File: src/rtl/ocPkg.sv
package ocPkg;
  localparam int CNT_W = 16;

  typedef enum logic [2:0] {
    MODE_SW      = 3'd0,
    MODE_SET     = 3'd1,
    MODE_TOG_RST = 3'd2,
    MODE_SET_RST = 3'd3,
    MODE_TOG     = 3'd4,
    MODE_RST     = 3'd5,
    MODE_TOG_SET = 3'd6,
    MODE_RST_SET = 3'd7
  } outMode_e;

  typedef enum logic [1:0] {
    ACT_NONE,
    ACT_SET,
    ACT_CLR,
    ACT_TOG
  } pinAct_e;

  typedef struct packed {
    logic doLoadSw;
    logic doSet;
    logic doClr;
    logic doToggle;
    logic flagSet;
    logic flagClr;
  } ocStrobes_t;
endpackage

File: src/rtl/ocControl.sv
module ocControl
  import ocPkg::*;
(
  input  logic [2:0] modeSel,
  input  logic       hitFirst,
  input  logic       periodEnd,
  input  logic       captureSel,
  input  logic       flagClrWr,
  output ocStrobes_t strobes
);
  outMode_e mode;
  pinAct_e  matchAct;
  pinAct_e  periodAct;
  pinAct_e  finalAct;
  logic     dualMode;

  assign mode = outMode_e'(modeSel);

  always_comb begin
    matchAct  = ACT_NONE;
    periodAct = ACT_NONE;
    dualMode  = 1'b0;
    unique case (mode)
      MODE_SW:      matchAct = ACT_NONE;
      MODE_SET:     matchAct = ACT_SET;
      MODE_TOG:     matchAct = ACT_TOG;
      MODE_RST:     matchAct = ACT_CLR;
      MODE_TOG_RST: begin matchAct = ACT_TOG; periodAct = ACT_CLR; dualMode = 1'b1; end
      MODE_SET_RST: begin matchAct = ACT_SET; periodAct = ACT_CLR; dualMode = 1'b1; end
      MODE_TOG_SET: begin matchAct = ACT_TOG; periodAct = ACT_SET; dualMode = 1'b1; end
      MODE_RST_SET: begin matchAct = ACT_CLR; periodAct = ACT_SET; dualMode = 1'b1; end
      default:      matchAct = ACT_NONE;
    endcase
  end

  // threshold action overrides the match action in the same cycle
  always_comb begin
    finalAct = ACT_NONE;
    if (dualMode && periodEnd) finalAct = periodAct;
    else if (hitFirst)         finalAct = matchAct;
  end

  always_comb begin
    strobes          = '0;
    strobes.flagClr  = flagClrWr;
    if (!captureSel) begin
      strobes.flagSet  = hitFirst;
      strobes.doLoadSw = (mode == MODE_SW);
      strobes.doSet    = (finalAct == ACT_SET);
      strobes.doClr    = (finalAct == ACT_CLR);
      strobes.doToggle = (finalAct == ACT_TOG);
    end
  end
endmodule

File: src/rtl/ocDatapath.sv
module ocDatapath
  import ocPkg::*;
#(
  parameter int W = CNT_W
) (
  input  logic         clk,
  input  logic         rstN,
  input  logic [W-1:0] timerCount,
  input  logic         cmpWrEn,
  input  logic [W-1:0] cmpWrData,
  input  logic         captureSel,
  input  logic         swOut,
  input  ocStrobes_t   strobes,
  output logic [W-1:0] cmpValue,
  output logic         hitFirst,
  output logic         outPin,
  output logic         matchFlag
);
  logic [W-1:0] cmpReg;
  logic         hitNow;
  logic         hitQ;

  assign hitNow   = (timerCount == cmpReg) && !captureSel;
  assign hitFirst = hitNow && !hitQ;
  assign cmpValue = cmpReg;

  always_ff @(posedge clk) begin
    if (!rstN) begin
      cmpReg    <= '0;
      hitQ      <= 1'b0;
      outPin    <= 1'b0;
      matchFlag <= 1'b0;
    end else begin
      hitQ <= hitNow;
      if (cmpWrEn) cmpReg <= cmpWrData;
      if (strobes.flagSet)      matchFlag <= 1'b1;
      else if (strobes.flagClr) matchFlag <= 1'b0;
      if (strobes.doLoadSw)      outPin <= swOut;
      else if (strobes.doSet)    outPin <= 1'b1;
      else if (strobes.doClr)    outPin <= 1'b0;
      else if (strobes.doToggle) outPin <= ~outPin;
    end
  end
endmodule

File: src/rtl/ocCompareChannel.sv
module ocCompareChannel
  import ocPkg::*;
#(
  parameter int W = CNT_W
) (
  input  logic         clk,
  input  logic         rstN,
  input  logic [W-1:0] timerCount,
  input  logic         periodEnd,
  input  logic         cmpWrEn,
  input  logic [W-1:0] cmpWrData,
  output logic [W-1:0] cmpValue,
  input  logic [2:0]   modeSel,
  input  logic         captureSel,
  input  logic         swOut,
  input  logic         flagClrWr,
  input  logic         intEnable,
  output logic         outPin,
  output logic         matchFlag,
  output logic         irqReq
);
  ocStrobes_t strobes;
  logic       hitFirst;

  ocControl uCtrl (
    .modeSel   (modeSel),
    .hitFirst  (hitFirst),
    .periodEnd (periodEnd),
    .captureSel(captureSel),
    .flagClrWr (flagClrWr),
    .strobes   (strobes)
  );

  ocDatapath #(.W(W)) uDp (
    .clk       (clk),
    .rstN      (rstN),
    .timerCount(timerCount),
    .cmpWrEn   (cmpWrEn),
    .cmpWrData (cmpWrData),
    .captureSel(captureSel),
    .swOut     (swOut),
    .strobes   (strobes),
    .cmpValue  (cmpValue),
    .hitFirst  (hitFirst),
    .outPin    (outPin),
    .matchFlag (matchFlag)
  );

  assign irqReq = matchFlag && intEnable;
endmodule

File: config.mk
export PLATFORM = sky130hd
export DESIGN_NAME = ocCompareChannel
export DESIGN_NICKNAME = d
export VERILOG_FILES = /design/src/rtl/ocPkg.sv /design/src/rtl/ocControl.sv /design/src/rtl/ocDatapath.sv /design/src/rtl/ocCompareChannel.sv
export SDC_FILE = /design/constraint.sdc
export NUM_CORES = 1
export LEC_CHECK = 0
export ABC_AREA = 0
export BUFFER_PORTS_ARGS = -buffer_cell sky130_fd_sc_hd__buf_2
export CAP_MARGIN = 20
export CORE_MARGIN = 3
export CORE_UTILIZATION = 42
export CTS_BUF_LIST = sky130_fd_sc_hd__clkbuf_16
export DETAILED_ROUTE_END_ITERATION = 7
export PLACE_DENSITY_LB_ADDON = 0.15
export SLEW_MARGIN = 20
export SYNTH_ARGS = -nofsm -noshare
export SYNTH_HDL_FRONTEND = slang
export SYNTH_SLANG_ARGS = --single-unit
File: constraint.sdc
create_clock -name clk -period 2 [get_ports clk]
set_input_delay 0.1 -clock clk [delete_from_list [all_inputs] [get_ports clk]]
set_output_delay 0.1 -clock clk [all_outputs]
set_load 0.02 [all_outputs]
==> flow_results.org, run 1 <==
** Outcome
- The run finished with clean final reports.

** Timing
- Ratio of final minimum period to clock period :: 86.8%
- At the pin with the least slew margin, the transition time is between 0.4 and 0.5 ns.
- The number of pins with negative max-slew slack in the final report is 0.
- Post-layout minimum cycle time :: 1.74 ns
- Maximum clock frequency :: 0.576 GHz
- Number of hold violations in the final report :: 0
- Clk_skew :: 0.00103 ns
- Worst setup slack after layout :: ~0.26 ns
- Final number of setup-violating endpoints :: 0
- Setup repair after global routing left no endpoint under its margin.
- Post-Route Setup TNS :: 0 ns
- Normalized max-slew margin :: about two thirds

** Synth
- Top FF cell, synth :: sky130_fd_sc_hd__dfxtp_1
- Number of flops mapped to enable cells by yosys :: 0
- Count of synthesis-stage warnings from yosys :: 0
- In this run the biggest area consumer among cell types represents approximately two fifths of the synthesized area.
- Cell type with the highest aggregate area in the netlist :: sky130_fd_sc_hd__dfxtp_1
- Post-synthesis instance area :: between 900 and 1000 um^2
- Synthesis produced between 100 and 150 cells.
- For this run, the register share of the synthesized area comes to a little under two fifths.
- In the post-synthesis netlist, the biggest area contributors are sky130_fd_sc_hd__dfxtp_1, sky130_fd_sc_hd__mux2i_1, sky130_fd_sc_hd__nor2b_1, sky130_fd_sc_hd__xor2_1, sky130_fd_sc_hd__xnor2_1.
- Count leader, synth :: sky130_fd_sc_hd__dfxtp_1
- Async S/R FF share, synth :: 0%
- A synthesized cell averages 9.65 um^2.
- In this run, synthesis produced a sequential element count of 19.
- After synthesis, the netlist uses 31 different library cells.
- When the netlist entered floorplanning its net count stood at ~150.
- Commonest cells in the netlist :: sky130_fd_sc_hd__dfxtp_1, sky130_fd_sc_hd__nor2b_1, sky130_fd_sc_hd__mux2i_1

** Cells and area
- In the final layout, the share of cells above drive strength 1 is between 40% and 50%.
- Final non-filler cell area :: between 1000 and 1500 um^2
- Compared with the post-synthesis result, the final layout area differs by 40.9%.
- Share of the core filled with cells in the final layout :: 66.6%
- The repair_antennas step left the layout with diodes totalling 0.
- The filler cells instantiated in the layout total approximately 200.
- Net count of the finished layout :: roughly 210

** Placement
- After detailed placement, the total cell area comes to 1320 um^2.
- Routability congestion estimate :: 0.697
- Prior to clock tree synthesis, the placed netlist has a worst setup slack of roughly 0.27 ns.
- Number of I/O port buffers :: between 60 and 70

** Clock network
- For the worst-skew pair, the clock arrives at the later sink with an insertion delay of ~0.25 ns.
- Clock tree from TritonCTS :: yes
- Clock transition at path regs :: ~0.050 ns
- The clock drives 19 sinks.
- Buffers inserted to repair hold after CTS numbered 0.
- Largest buffer count on any clock path :: 2
- Buffers added to address setup during post-CTS repair amount to 0.
- H-Tree Level Count :: 1
- CTS-repair resized insts :: 0
- Counting the buffers created by CTS gives 3.
- Clock tree synthesis selected as its root buffer the cell sky130_fd_sc_hd__clkbuf_16.

** Critical path
- At the worst endpoint, the arrival time is approximately 1.9 ns.
- By startpoint and endpoint, the worst setup path is classified as register to register.
- STA classifies the critical path endpoint as a register.
- Launch point of the worst path :: uDp.cmpValue[15]
- Kind of start point of the critical path :: register
- For this run, the slowest stage of the critical path takes roughly 0.46 ns.
- The cell family contributing the most delay on the critical path is simple AND/OR/NAND/NOR gates.
- Required time of the worst setup path :: around 2.2 ns
- Register-to-Register Setup Slack :: between 0.2 and 0.3 ns
- Number of buffers and inverters on the critical path :: 0
- The startpoint identified for the worst register-to-register timing path is uDp.cmpValue[15].
- Critical Path, Cell by Cell :: xor2_1 -> nor3_2 -> or4b_1 -> or4_1 -> o311ai_1
- For this design, the slowest cell found on the critical path is sky130_fd_sc_hd__or4b_1.
- In this run the worst path has a maximum fanout of 3.

** Detailed routing
- In the routed layout, each cell is associated on average with a via count of just under 5.
- Routed via count :: between 900 and 1k
- Total wirelength of the detailed-routed design :: between 2000 and 2500 um
- Number of nets with antenna violations after routing :: 0
- For this block, the initial DRC count from the detailed router was 5.
- In the routed design, unresolved DRC markers number 0.
- Detailed-router iteration count before antenna repair :: 4
- Wirelength per Cell :: around 12 um

** Floorplanning
- Standard-cell rows :: 16
- Die width :: around 55 um
- Full die area :: 2980 um^2
- Initial Util :: a little under half
- Die extent in y :: about 55 um
- After floorplanning, the core was sized to cover 2100 um^2.
- # IOs :: a little over 60

** Pwr
- Overall power after layout :: 1.01 mW
- In this run the static leakage power is a little under 0.7 nW.
- For this design the ratio of total power to cell area is between 700 and 800 nW/um^2.
- Worst ir drop on vdd :: roughly 0.00047 V

** Job
- Max-cap violations in this run came to 0.

** Hold path
- In this run the most critical hold path is launched from cmpWrData[9].
- The worst hold path belongs to the class input pin to register.

** Global routing
- Entering global routing, the biggest net connects 20 pins.
- Global Route Usage Sum :: 16.9%
- Antenna violations before repair :: 0
- GRT overflow :: 0
- Wire length of the first global-routing pass :: between 3000 and 4000 um
- Via count of the first global-routing pass :: between 800 and 900
==> kinds of logic after synthesis <==
group | synth area share (%)
AOI/OAI and AO/OA | 8.31
xor gates and xnor gates | 11.5
buffers and inverters | 2.14
DFF | 38.3
muxes | 16.1
and+or+nand+nor | 23.7
==> report_power, final <==
group          switching (mW)  leakage, nW  internal, mW  total [mW]
Sequential             0.0187        0.157         0.401       0.420
Combinational          0.0973        0.497        0.0944       0.192
Clock                   0.135       0.0409         0.268       0.402
==> final cells by class <==
cell class,count,area (um^2),share of cell area [%]
Timing Repair Buffer,61,305,21.8
Sequential cell,19,380,27.2
Clock buffer,3,75.1,5.36
Clock inverter,1,5.00,0.357
Multi-Input combinational cell,79,592,42.3
Tap cell,27,33.8,2.41
Inverter,2,8.76,0.626
==> final timing paths <==
kind | to | depth (start not counted)
worst max-delay path | uDp.outPin | 5
worst min-delay path | uDp.cmpValue[9] | 3
worst max register to register | uDp.outPin | 5
worst min register to register | uDp.cmpValue[4] | 2
==> worst register-to-register path, delay by kind of cell (launching register included) <==
family	cells	cell delay, ns
AND/OR/NAND/NOR	3	1.06
flip-flops	1	0.32
XOR/XNOR	1	0.17
AO/OA/AOI/OAI	1	0.09
==> through the flow <==
step	hold slack [ns]	instances
after floorplan	0.228	103
after global placement	0.354	188
after detailed placement	0.364	188
after CTS	0.112	192
after global routing	0.120	192
final	0.113	192
==> layout by cell type, fill, tap and decap left out, drive strengths merged, types with 2 or more instances in the layout <==
master,synthesis,routed
nand2b,2,2
clkinv,1,2
a21oi,3,3
o21ai,3,3
dfxtp,19,19
buf,1,61
nor2b,18,18
xnor2,4,4
xor2,9,9
or4,2,2
nand2,4,4
clkbuf,2,3
mux2i,16,16
nor3,4,4
==> state kept, by name, indices dropped and copies added, names as in the netlist <==
name,cells
uDp.matchFlag,1
uDp.outPin,1
uDp.cmpValue,16
uDp.hitQ,1
==> metal layers <==
metal  routed length (um)  global-route usage (%)
met4                   19                    7.47
met5                    0                       0
met1                  936                    19.8
met2                 1170                    29.1
met3                  151                    3.54
Power figures use the tool's default switching activity.
==> inputs of run 2 (changes only) <==
==> constraint.sdc (replaced) <==
create_clock -name clk -period 2 [get_ports clk]
set_input_delay 0.4 -clock clk [delete_from_list [all_inputs] [get_ports clk]]
set_output_delay 0.4 -clock clk [all_outputs]
set_load 0.02 [all_outputs]
==> flow_results.org, run 2 (synthesis results as in run 1) <==
** Outcome
- Outcome :: complete, no violations

** Detailed routing
- Dividing the detail-routed via count by the number of cells gives ~4.9.
- The highest layer touched by signal routing is met4.
- Detailed-router iteration count before antenna repair :: 4
- Starting DRT DRC Count :: 6
- Routed via count :: between 900 and 1k
- Wirelength per Cell :: 12.3 um
- The routed design has approximately 2400 um of wire.
- In the detailed route, the total length drawn on met3 is about 180 um.
- In the detailed route, the total length drawn on met2 is 1190 um.
- In this run the remaining antenna-violating nets after routing total 0.
- Met1 routed wirelength after detailed routing :: around 960 um
- # DRC :: 0

** Critical path
- The number of cells on the worst reg-to-reg path is 5.
- Endpoint type of the worst setup path :: register
- The worst setup path is launched from a register.
- Type of the setup path with the least slack :: register to register
- STA puts the critical path data arrival time at 1.90 ns.
- The slowest stage of the critical path is the sky130_fd_sc_hd__or4b_1 cell.
- Largest delay share family, worst path :: simple AND/OR/NAND/NOR gates
- Number of buffers and inverters on the critical path :: 0
- Slowest stage delay, CP :: roughly 0.47 ns
- Of all nets on the critical path, the largest fanout is 3.
- Required time of the worst setup path :: about 2.2 ns
- The signal on the critical path passes through xor2_1 -> nor3_2 -> or4b_1 -> or4_1 -> o311ai_1.
- The critical path crosses 5 cells after its start point.

** Cells and area
- The area growth from synthesis to layout is 41.7%.
- Number of fill cells :: between 150 and 200
- Final non-filler cell area :: 1410 um^2
- The number of antenna diodes in the final layout is 0.
- Leading cell type in the layout, fill and taps excluded :: sky130_fd_sc_hd__buf_2
- Share of the core filled with cells in the final layout :: 67.0%
- Proportion of layout cells with a drive suffix above 1 :: between 40 and 50%
- The finished layout holds around 190 standard cells, fillers aside.
- In the layout the commonest cells are sky130_fd_sc_hd__buf_2, sky130_fd_sc_hd__dfxtp_1, sky130_fd_sc_hd__nor2b_1.
- The register with the most flip-flops in the layout has 16 of them.
- Net count of the finished layout :: 210

** Timing
- Setup total negative slack on the finished layout was measured at 0 ns.
- Based on the critical path, the design can be clocked at up to approximately 0.58 GHz.
- Tightest Pin Transition :: roughly 0.47 ns
- Setup violations remaining at the end of the flow were counted as 0.
- Ratio of final minimum period to clock period :: around 87%
- Clk_skew :: ~0.0016 ns
- Number of hold violations in the final report :: 0
- Max-slew violation count :: 0
- Post-layout minimum cycle time :: 1.74 ns
- Measured against its own limit, the worst slew margin works out to slightly below 70%.
- Unrepaired setup endpoints after global routing :: false

** Floorplanning
- # IOs :: between 60 and 70
- The floorplan step set the die width to 54.6 um.
- Standard-cell rows :: 16
- Core ar. :: ~2100 um^2
- Initial Util :: 47.3%
- The die covers approximately 3000 um^2.
- Die extent in y :: about 55 um

** Global routing
- For this run the aggregate overflow at the end of global routing stands at 0.
- Wire length of the first global-routing pass :: roughly 3700 um
- Antenna violations before repair :: 0
- Entering global routing, the biggest net connects 17 pins.
- The via count of the first global-routing pass was around 870.
- Global Route Usage Sum :: around 17%

** Clock network
- Largest buffer count on any clock path :: 2
- Clock tree from TritonCTS :: yes
- Post-CTS setup buffer count :: 0
- Quantity of hold-fixing buffers added after cts :: 0
- CTS-repair resized insts :: 0
- Number of sinks handled by clock tree synthesis :: 19
- H-Tree Level Count :: 1
- Worst skew pair latency :: about 0.25 ns
- TritonCTS created 3 clock buffers.
- Root buffer cell :: sky130_fd_sc_hd__clkbuf_16
- After clock tree synthesis, the clock-pin slew on the worst setup and hold paths is 0.05 ns.

** Pwr
- Pleak :: around 0.7 nW
- Power per unit of standard cell area :: 726 nW/um^2
- Worst ir drop on vdd :: between 0.0005 and 0.0006 V
- Overall power after layout :: between 1 and 1.5 mW

** Job
- Max-cap violations in this run came to 0.

** Hold path
- Worst hold path class :: input pin to register
- Cell depth of the worst hold path :: 3

** Placement
- Input and output buffers added on the ports amount to approximately 60.
- Post-placement cell area :: around 1300 um^2
- HPWL after DPL :: 1890 um
- The congestion estimate from routability-driven global placement came to ~0.69.
- Inst Count DP :: 189
run 2: stage by stage:
stage,hold WS [ns],setup slack [ns]
floorplan,0.528,0.235
global placement,0.516,0.125
detailed placement,0.537,0.0969
CTS,0.408,0.247
global route,0.438,0.167
finish,0.408,0.261
run 2: metal layers:
layer | GRT usage (%) | vias up
met2 | 28.0 | 34
li1 | - | 486
met1 | 21.8 | 430
met5 | 0 | -
met4 | 7.47 | 0
met3 | 4.36 | 5
run 2: path summary, 6_finish.rpt:
kind                            slack (ns)              from         endpoint
worst max-delay path                  0.26  uDp.cmpValue[15]       uDp.outPin
worst min-delay path                  0.41      cmpWrData[8]  uDp.cmpValue[8]
worst max register to register        0.26  uDp.cmpValue[15]       uDp.outPin
worst min register to register        0.55   uDp.cmpValue[9]  uDp.cmpValue[9]
run 2: worst min-delay path, stage by stage:
cell                      delay, ns
sky130_fd_sc_hd__buf_2         0.07
sky130_fd_sc_hd__mux2i_1       0.05
sky130_fd_sc_hd__nor2b_1       0.09
run 2: area by class of cell:
class	count	area (um^2)	area share (%)
Timing Repair Buffer	62	313	22.2
Inverter	2	8.76	0.622
Multi-Input combinational cell	79	592	42.0
Clock buffer	3	75.1	5.33
Tap cell	27	33.8	2.40
Clock inverter	1	5.00	0.356
Sequential cell	19	380	27.0
run 2: power breakdown:
group	leakage (nW)	internal, mW	switching (mW)
clock	0.0409	0.268	0.140
sequential	0.157	0.401	0.0191
combinational	0.502	0.0957	0.0984
